`config.mk`:
```
export PLATFORM = sky130hd
export DESIGN_NAME = ptp_fine_clock
export DESIGN_NICKNAME = d
export VERILOG_FILES = /design/src/rtl/ptp_clk_pkg.sv /design/src/rtl/ptp_rate_accum.sv /design/src/rtl/ptp_time_counter.sv /design/src/rtl/ptp_reg_if.sv /design/src/rtl/ptp_fine_clock.sv
export SDC_FILE = /design/constraint.sdc
export NUM_CORES = 1
export LEC_CHECK = 0
export BUFFER_PORTS_ARGS = -buffer_cell sky130_fd_sc_hd__buf_2
export CAP_MARGIN = 5
export CORE_MARGIN = 2
export CORE_UTILIZATION = 35
export CTS_BUF_LIST = sky130_fd_sc_hd__clkbuf_4
export CTS_CLUSTER_DIAMETER = 40
export DETAILED_ROUTE_END_ITERATION = 12
export PLACE_DENSITY = 0.51
export SLEW_MARGIN = 20
export SYNTH_ARGS = -nofsm -noshare
export SYNTH_HDL_FRONTEND = slang
export SYNTH_SLANG_ARGS = --single-unit
```
`constraint.sdc`:
```
create_clock -name clk -period 10.9 [get_ports clk]
set_input_delay 1.635 -clock clk [delete_from_list [all_inputs] [get_ports clk]]
set_output_delay 1.635 -clock clk [all_outputs]
set_load 0.03 [all_outputs]
```
`src/rtl/ptp_clk_pkg.sv`:
```
package ptp_clk_pkg;
  localparam int REG_W   = 32;
  localparam int ADDR_W  = 3;
  localparam int OFF_BIT = 31;
  localparam int SGN_BIT = 31;
  localparam logic [ADDR_W-1:0] A_CTRL  = 3'd0;
  localparam logic [ADDR_W-1:0] A_ADJ   = 3'd1;
  localparam logic [ADDR_W-1:0] A_SUBNS = 3'd2;
  localparam logic [ADDR_W-1:0] A_TLO   = 3'd3;
  localparam logic [ADDR_W-1:0] A_THI   = 3'd4;
endpackage

```
`src/rtl/ptp_rate_accum.sv`:
```
module ptp_rate_accum #(
  parameter int FRAC_W   = 32,
  parameter int NOM_STEP = 8,
  parameter int STEP_W   = 4
) (
  input  logic              clk,
  input  logic              rst_n,
  input  logic              tick_en,
  input  logic              load_en,
  input  logic [FRAC_W-1:0] load_frac,
  input  logic              adj_neg,
  input  logic [FRAC_W-2:0] adj_mag,
  output logic [FRAC_W-1:0] frac_q,
  output logic [STEP_W-1:0] step
);
  logic [FRAC_W:0]   sum_w;
  logic [FRAC_W:0]   dif_w;
  logic [FRAC_W-1:0] frac_d;
  logic [FRAC_W-1:0] frac_tick;

  always_comb begin
    sum_w = {1'b0, frac_q} + {2'b00, adj_mag};
    dif_w = {1'b0, frac_q} - {2'b00, adj_mag};
    if (adj_neg) begin
      frac_tick = dif_w[FRAC_W-1:0];
      step      = STEP_W'(NOM_STEP) - STEP_W'(dif_w[FRAC_W]);
    end else begin
      frac_tick = sum_w[FRAC_W-1:0];
      step      = STEP_W'(NOM_STEP) + STEP_W'(sum_w[FRAC_W]);
    end
  end

  always_comb begin
    frac_d = frac_q;
    if (load_en)      frac_d = load_frac;
    else if (tick_en) frac_d = frac_tick;
  end

  always_ff @(posedge clk or negedge rst_n) begin
    if (!rst_n) frac_q <= '0;
    else        frac_q <= frac_d;
  end
endmodule

```
`src/rtl/ptp_time_counter.sv`:
```
module ptp_time_counter #(
  parameter int NS_W   = 40,
  parameter int STEP_W = 4
) (
  input  logic              clk,
  input  logic              rst_n,
  input  logic              tick_en,
  input  logic              load_en,
  input  logic [NS_W-1:0]   load_ns,
  input  logic [STEP_W-1:0] step,
  output logic [NS_W-1:0]   ns_q
);
  logic [NS_W-1:0] ns_d;

  always_comb begin
    ns_d = ns_q;
    if (load_en)      ns_d = load_ns;
    else if (tick_en) ns_d = ns_q + NS_W'(step);
  end

  always_ff @(posedge clk or negedge rst_n) begin
    if (!rst_n) ns_q <= '0;
    else        ns_q <= ns_d;
  end
endmodule

```
`src/rtl/ptp_reg_if.sv`:
```
module ptp_reg_if
  import ptp_clk_pkg::*;
#(
  parameter int NS_W = 40
) (
  input  logic              clk,
  input  logic              rst_n,
  input  logic              wr,
  input  logic              rd,
  input  logic [ADDR_W-1:0] addr,
  input  logic [REG_W-1:0]  wdata,
  output logic [REG_W-1:0]  rdata,
  input  logic [NS_W-1:0]   ns_q,
  input  logic [REG_W-1:0]  frac_q,
  output logic              disabled,
  output logic              adj_neg,
  output logic [REG_W-2:0]  adj_mag,
  output logic              load_en,
  output logic [NS_W-1:0]   load_ns,
  output logic [REG_W-1:0]  load_frac
);
  localparam int HI_W = NS_W - REG_W;

  logic             off_q, off_d;
  logic [REG_W-1:0] adj_q, adj_d;
  logic [REG_W-1:0] stg_sub_q, stg_sub_d;
  logic [REG_W-1:0] stg_lo_q, stg_lo_d;
  logic [NS_W-1:0]  shd_q, shd_d;
  logic             wr_ctrl, wr_adj, wr_sub, wr_lo, rd_latch;

  assign wr_ctrl  = wr && (addr == A_CTRL);
  assign wr_adj   = wr && (addr == A_ADJ);
  assign wr_sub   = wr && (addr == A_SUBNS);
  assign wr_lo    = wr && (addr == A_TLO);
  assign load_en  = wr && (addr == A_THI);
  assign rd_latch = rd && (addr == A_SUBNS);

  always_comb begin
    off_d     = wr_ctrl  ? wdata[OFF_BIT] : off_q;
    adj_d     = wr_adj   ? wdata : adj_q;
    stg_sub_d = wr_sub   ? wdata : stg_sub_q;
    stg_lo_d  = wr_lo    ? wdata : stg_lo_q;
    shd_d     = rd_latch ? ns_q  : shd_q;
  end

  always_ff @(posedge clk or negedge rst_n) begin
    if (!rst_n) begin
      off_q     <= 1'b1;
      adj_q     <= '0;
      stg_sub_q <= '0;
      stg_lo_q  <= '0;
      shd_q     <= '0;
    end else begin
      off_q     <= off_d;
      adj_q     <= adj_d;
      stg_sub_q <= stg_sub_d;
      stg_lo_q  <= stg_lo_d;
      shd_q     <= shd_d;
    end
  end

  assign disabled  = off_q;
  assign adj_neg   = adj_q[SGN_BIT];
  assign adj_mag   = adj_q[REG_W-2:0];
  assign load_ns   = {wdata[HI_W-1:0], stg_lo_q};
  assign load_frac = stg_sub_q;

  always_comb begin
    case (addr)
      A_CTRL:  rdata = {off_q, {(REG_W-1){1'b0}}};
      A_ADJ:   rdata = adj_q;
      A_SUBNS: rdata = frac_q;
      A_TLO:   rdata = shd_q[REG_W-1:0];
      A_THI:   rdata = {{(REG_W-HI_W){1'b0}}, shd_q[NS_W-1:REG_W]};
      default: rdata = '0;
    endcase
  end
endmodule

```
`src/rtl/ptp_fine_clock.sv`:
```
module ptp_fine_clock
  import ptp_clk_pkg::*;
#(
  parameter int NS_W     = 40,
  parameter int NOM_STEP = 8
) (
  input  logic              clk,
  input  logic              rst_n,
  input  logic              reg_wr,
  input  logic              reg_rd,
  input  logic [ADDR_W-1:0] reg_addr,
  input  logic [REG_W-1:0]  reg_wdata,
  output logic [REG_W-1:0]  reg_rdata
);
  localparam int STEP_W = $clog2(NOM_STEP + 2);

  logic [1:0]        rst_pipe;
  logic              rst_sync_n;
  logic              disabled, tick_en, load_en, adj_neg;
  logic [REG_W-2:0]  adj_mag;
  logic [NS_W-1:0]   ns_q, load_ns;
  logic [REG_W-1:0]  frac_q, load_frac;
  logic [STEP_W-1:0] step;

  always_ff @(posedge clk or negedge rst_n) begin
    if (!rst_n) rst_pipe <= '0;
    else        rst_pipe <= {rst_pipe[0], 1'b1};
  end
  assign rst_sync_n = rst_pipe[1];
  assign tick_en    = ~disabled;

  ptp_reg_if #(.NS_W(NS_W)) u_regs (
    .clk(clk), .rst_n(rst_sync_n), .wr(reg_wr), .rd(reg_rd), .addr(reg_addr),
    .wdata(reg_wdata), .rdata(reg_rdata), .ns_q(ns_q), .frac_q(frac_q),
    .disabled(disabled), .adj_neg(adj_neg), .adj_mag(adj_mag),
    .load_en(load_en), .load_ns(load_ns), .load_frac(load_frac)
  );

  ptp_rate_accum #(.FRAC_W(REG_W), .NOM_STEP(NOM_STEP), .STEP_W(STEP_W)) u_accum (
    .clk(clk), .rst_n(rst_sync_n), .tick_en(tick_en), .load_en(load_en),
    .load_frac(load_frac), .adj_neg(adj_neg), .adj_mag(adj_mag),
    .frac_q(frac_q), .step(step)
  );

  ptp_time_counter #(.NS_W(NS_W), .STEP_W(STEP_W)) u_count (
    .clk(clk), .rst_n(rst_sync_n), .tick_en(tick_en), .load_en(load_en),
    .load_ns(load_ns), .step(step), .ns_q(ns_q)
  );
endmodule

```
==> impl_results.md <==
* Syn Std Cell Area at 0.0134 mm²
* Reported max-cap violation count at 0
* Setup repair after global routing missed its margin: false
* Total congestion overflow at 0
* IR Drop Worst-Case VDD at 86.6 µV
* DRT Pass-1 Iters at 5
* Number of setup buffers added after CTS at 0
* Area growth from synthesis to layout at 11.3%
* Detail-routed via count per cell at 5.49
* Tcrit/Tclk final at 53.1%
* Clock transition time at the flip-flop clock pins of the worst setup and hold paths at approximately 0.060 ns
* Total clock sinks at 211
* Total number of vias at 11300
* Flip-flop and latch count after synthesis at 211
* Layout cell share with drive strength beyond 1 at 21.1%
* H-tree level count at 2
* CTS Hold Buffers Added at 0
* Count of endpoints failing hold in the final timing report at 0
* Shortest period the worst path allows at 5.79 ns
* Worst-case clock buffer depth at 3
* Final nets at 1617
* Effective utilization at floorplan at 35.6%
* Floorplan Core Area at about 0.038 mm²
* Clock root buffer: clkbuf_4
* Number of synthesized flops with an enable pin at 0
* Sequential cell area at 0.00529 mm²
* Die Footprint at 0.0399 mm²
* Aggregate negative setup slack at 0 ns
* Top achievable clock speed at 173 MHz
* TritonCTS buffer count at 58
* Number of antenna violations at the first check in global routing at 1
* Clk_lat worst skew at 0.75 ns
* Instance count along the most critical hold path at 0
* CP Max Fanout at 6
* Post-synth cell types at 85
* WHS Endpoint: rst_pipe[1]$_DFF_PN0_
* Non-Filler Cell Area, Final at between 0.01 and 0.015 mm²
* Min-Delay Path Class: reg -> reg
* Crit end category: flop
* Average routed wire per standard cell at 20.6 µm
* Pins Over Slew Limit at 0
* Static Leakage at 6.40 nW
* Horizontal extent of the die at 200 µm
* Post-layout total power at 0.00408 W
* Post-synth top area share at just under 40%
* Leading area contributor after synthesis: dfrtp_1
* First-pass GRT wire length at 66.0 mm
* GRT Overall Usage at 21.7%
* Number of filler instances in the final layout at ~4000
* Antenna-violating nets left at 0
* Reg-to-Reg Start: u_regs.adj_q[0]$_DFFE_PN0P_
* Crit Reg-Reg Endpoint: u_count.ns_q[39]$_DFFE_PN0P_
* Resized Gates After CTS at 0
* Reg-to-reg setup timing slack at 5.11 ns
* Chip height at 200 µm
* Run status: complete, no violations
* Area contributors post-synth: dfrtp_1 (39%), mux2_2 (11%), ha_1 (6.2%)
* Least-Margin Pin Slew at 1.09 ns
* Routed wire length at 42.7 mm
* Startpoint type of the worst setup path: flop
* GP Congestion at about 0.88
* Sequential-to-total area share from yosys stat at 39.4%
* Area used by multi-input combinational logic at 0.00750 mm²
* TritonCTS clock tree: built
* Rows at 71
* Instance area at placement at between 0.01 and 0.015 mm²
* Synth warnings at 0
* Worst Reg-to-Reg Cells at 22
* Min-delay src: rst_pipe[0]$_DFF_PN0_
* Total of buffers placed on input and output ports at 70
* Worst slew slack as a fraction of its limit at between 20% and 30%
* Nets in the synthesized netlist at 1565
* Setup Crit Path Kind: reg -> reg
* Number of global-route vias before repair at 11000
* Post-synthesis instance total at 1457
* Primary FF master, synth: dfrtp_1
* Pin count of the biggest net entering global routing at 156
* Count of routing violations after the opening detailed-route iteration at 951
* Proportion of register bits with asynchronous set or reset after synthesis at 100%
* Crit path DAT at 6.39 ns
* Detailed Place HPWL at 31.2 mm
* Total I/O pin count at between 70 and 80
* Utilization after layout at between 30 and 40%
* Layout Skew at around 0.055 ns
* Final-report setup violation count at 0
* Pwr per Cell Area at 274 mW/mm²
* Total DRC errors in the routed layout at 0
* Synthesized area per cell at 9.20 µm²
* Critical path required time at 11.50 ns
-- state kept, by name, indices dropped and copies added (netlist names) --
signal,flops
u_count.ns_q,40
u_regs.shd_q,40
u_accum.frac_q,32
u_regs.adj_q,32
u_regs.load_frac,32
u_regs.stg_lo_q,32
rst_pipe,2
u_regs.disabled,1
-- synth_stat cells (4+ instances only) --
library cell / n
mux2_2: 127
nand2_1: 143
or3_1: 7
nor4_1: 10
a22oi_1: 31
mux2_1: 6
o21bai_1: 8
and3_1: 15
or2_2: 4
nor2_1: 108
buf_2: 6
o21a_1: 6
mux2i_1: 18
dfrtp_1: 210
nor3_1: 45
a21o_1: 10
a211oi_1: 12
o21ai_1: 29
nand3_1: 22
xor2_1: 32
a221o_1: 5
o21ai_0: 98
o31ai_1: 12
xnor2_1: 23
a31oi_1: 10
inv_1: 71
nor2b_1: 17
nand4_1: 15
nand2b_1: 9
buf_1: 13
o22ai_1: 10
o211ai_1: 13
ha_1: 66
clkbuf_1: 72
nor3b_1: 6
nand3b_1: 13
a21oi_1: 83
-- worst max path at each step --
| stage | cells after the start | start | endpoint |
|---|---|---|---|
| 2_1_floorplan | 0 | rst_pipe[1]$_DFF_PN0_ | u_accum.frac_q[0]$_DFFE_PN0P_ |
| 3_3_place_gp | 22 | u_regs.adj_q[0]$_DFFE_PN0P_ | u_count.ns_q[39]$_DFFE_PN0P_ |
| 3_5_place_dp | 22 | u_regs.adj_q[0]$_DFFE_PN0P_ | u_count.ns_q[39]$_DFFE_PN0P_ |
| 4_1_cts | 22 | u_regs.adj_q[0]$_DFFE_PN0P_ | u_count.ns_q[39]$_DFFE_PN0P_ |
| 5_1_grt | 22 | u_regs.adj_q[0]$_DFFE_PN0P_ | u_count.ns_q[39]$_DFFE_PN0P_ |
| 6_report | 22 | u_regs.adj_q[0]$_DFFE_PN0P_ | u_count.ns_q[39]$_DFFE_PN0P_ |
-- per-layer routing --
metal	global-route usage, %	part of all wire (%)	vias to the layer above
met3	2.90	4.7	56
met2	32.8	44	298
met1	32.5	49	5652
met4	5.93	1.9	0
li1	-	-	5341
met5	0	0	-
-- power by group --
group	internal (W)	switching, W	leakage (nW)	total [W]
sequential	0.00103	0.000259	2.56	0.00129
combinational	0.000822	0.00127	3.41	0.00209
clock	0.000353	0.000348	0.433	0.000701
-- cells in the final DEF, fill, tap and decap left out, types with 14 or more instances in the layout --
cell,n
nand2_1,143
dfrtp_1,209
clkinv_1,19
buf_2,70
mux2_2,127
nor2_1,108
clkbuf_4,83
xnor2_1,23
ha_1,66
nor2b_1,16
nor3_1,45
a22oi_1,31
and3_1,15
mux2i_1,18
buf_4,14
xor2_1,32
o21ai_1,29
inv_1,71
nand3_1,22
nand4_1,15
o21ai_0,98
a21oi_1,83
-- worst max-delay path: stages, from the launching register on --
cell	delay [ns]
dfrtp_1	0.40
ha_1	0.19
inv_1	0.06
fa_1	0.39
or2_1	0.27
a2111oi_1	0.56
o41ai_1	0.21
nor3b_2	0.22
o41ai_4	0.46
nand2_2	0.13
a21oi_1	0.17
nor4_1	0.08
o21ai_1	0.27
ha_1	0.25
a21o_1	0.14
a21o_1	0.13
a21oi_1	0.11
nor3_1	0.32
nand2b_1	0.24
nor3_1	0.59
nand3_1	0.19
xor2_1	0.17
o21ai_1	0.07
-- stage by stage --
step | instances | worst slack, ns | hold slack (ns)
6_report | 2068 | 5.11 | 0.364
5_1_grt | 2068 | 4.63 | 0.381
4_1_cts | 2067 | 5.04 | 0.369
3_5_place_dp | 1960 | 5.07 | 0.355
3_3_place_gp | 1960 | 5.23 | 0.335
2_1_floorplan | 1457 | 4.59 | 0.331
-- cells by family (layout without fill, tap and decap cells) --
kind of cell	after synthesis	count (layout)	synth area share, %
compound gates	368	368	17.4
xor+xnor	55	55	3.60
mux	152	152	12.7
fa+ha+maj	69	69	6.61
simple gates	434	434	15.5
other cells	1	2	0.0280
buf+inv	167	266	4.82
flops	211	211	39.4
-- final cells by class --
type	instances	area share, %
antenna	1	0.0168
tap	511	4.29
clock buffer	83	4.18
timing repair buffer	85	3.19
multi-input combinational	1079	50.3
inverter	74	1.86
clock inverter	24	0.688
sequential	211	35.5
Power figures use the tool's default switching activity.
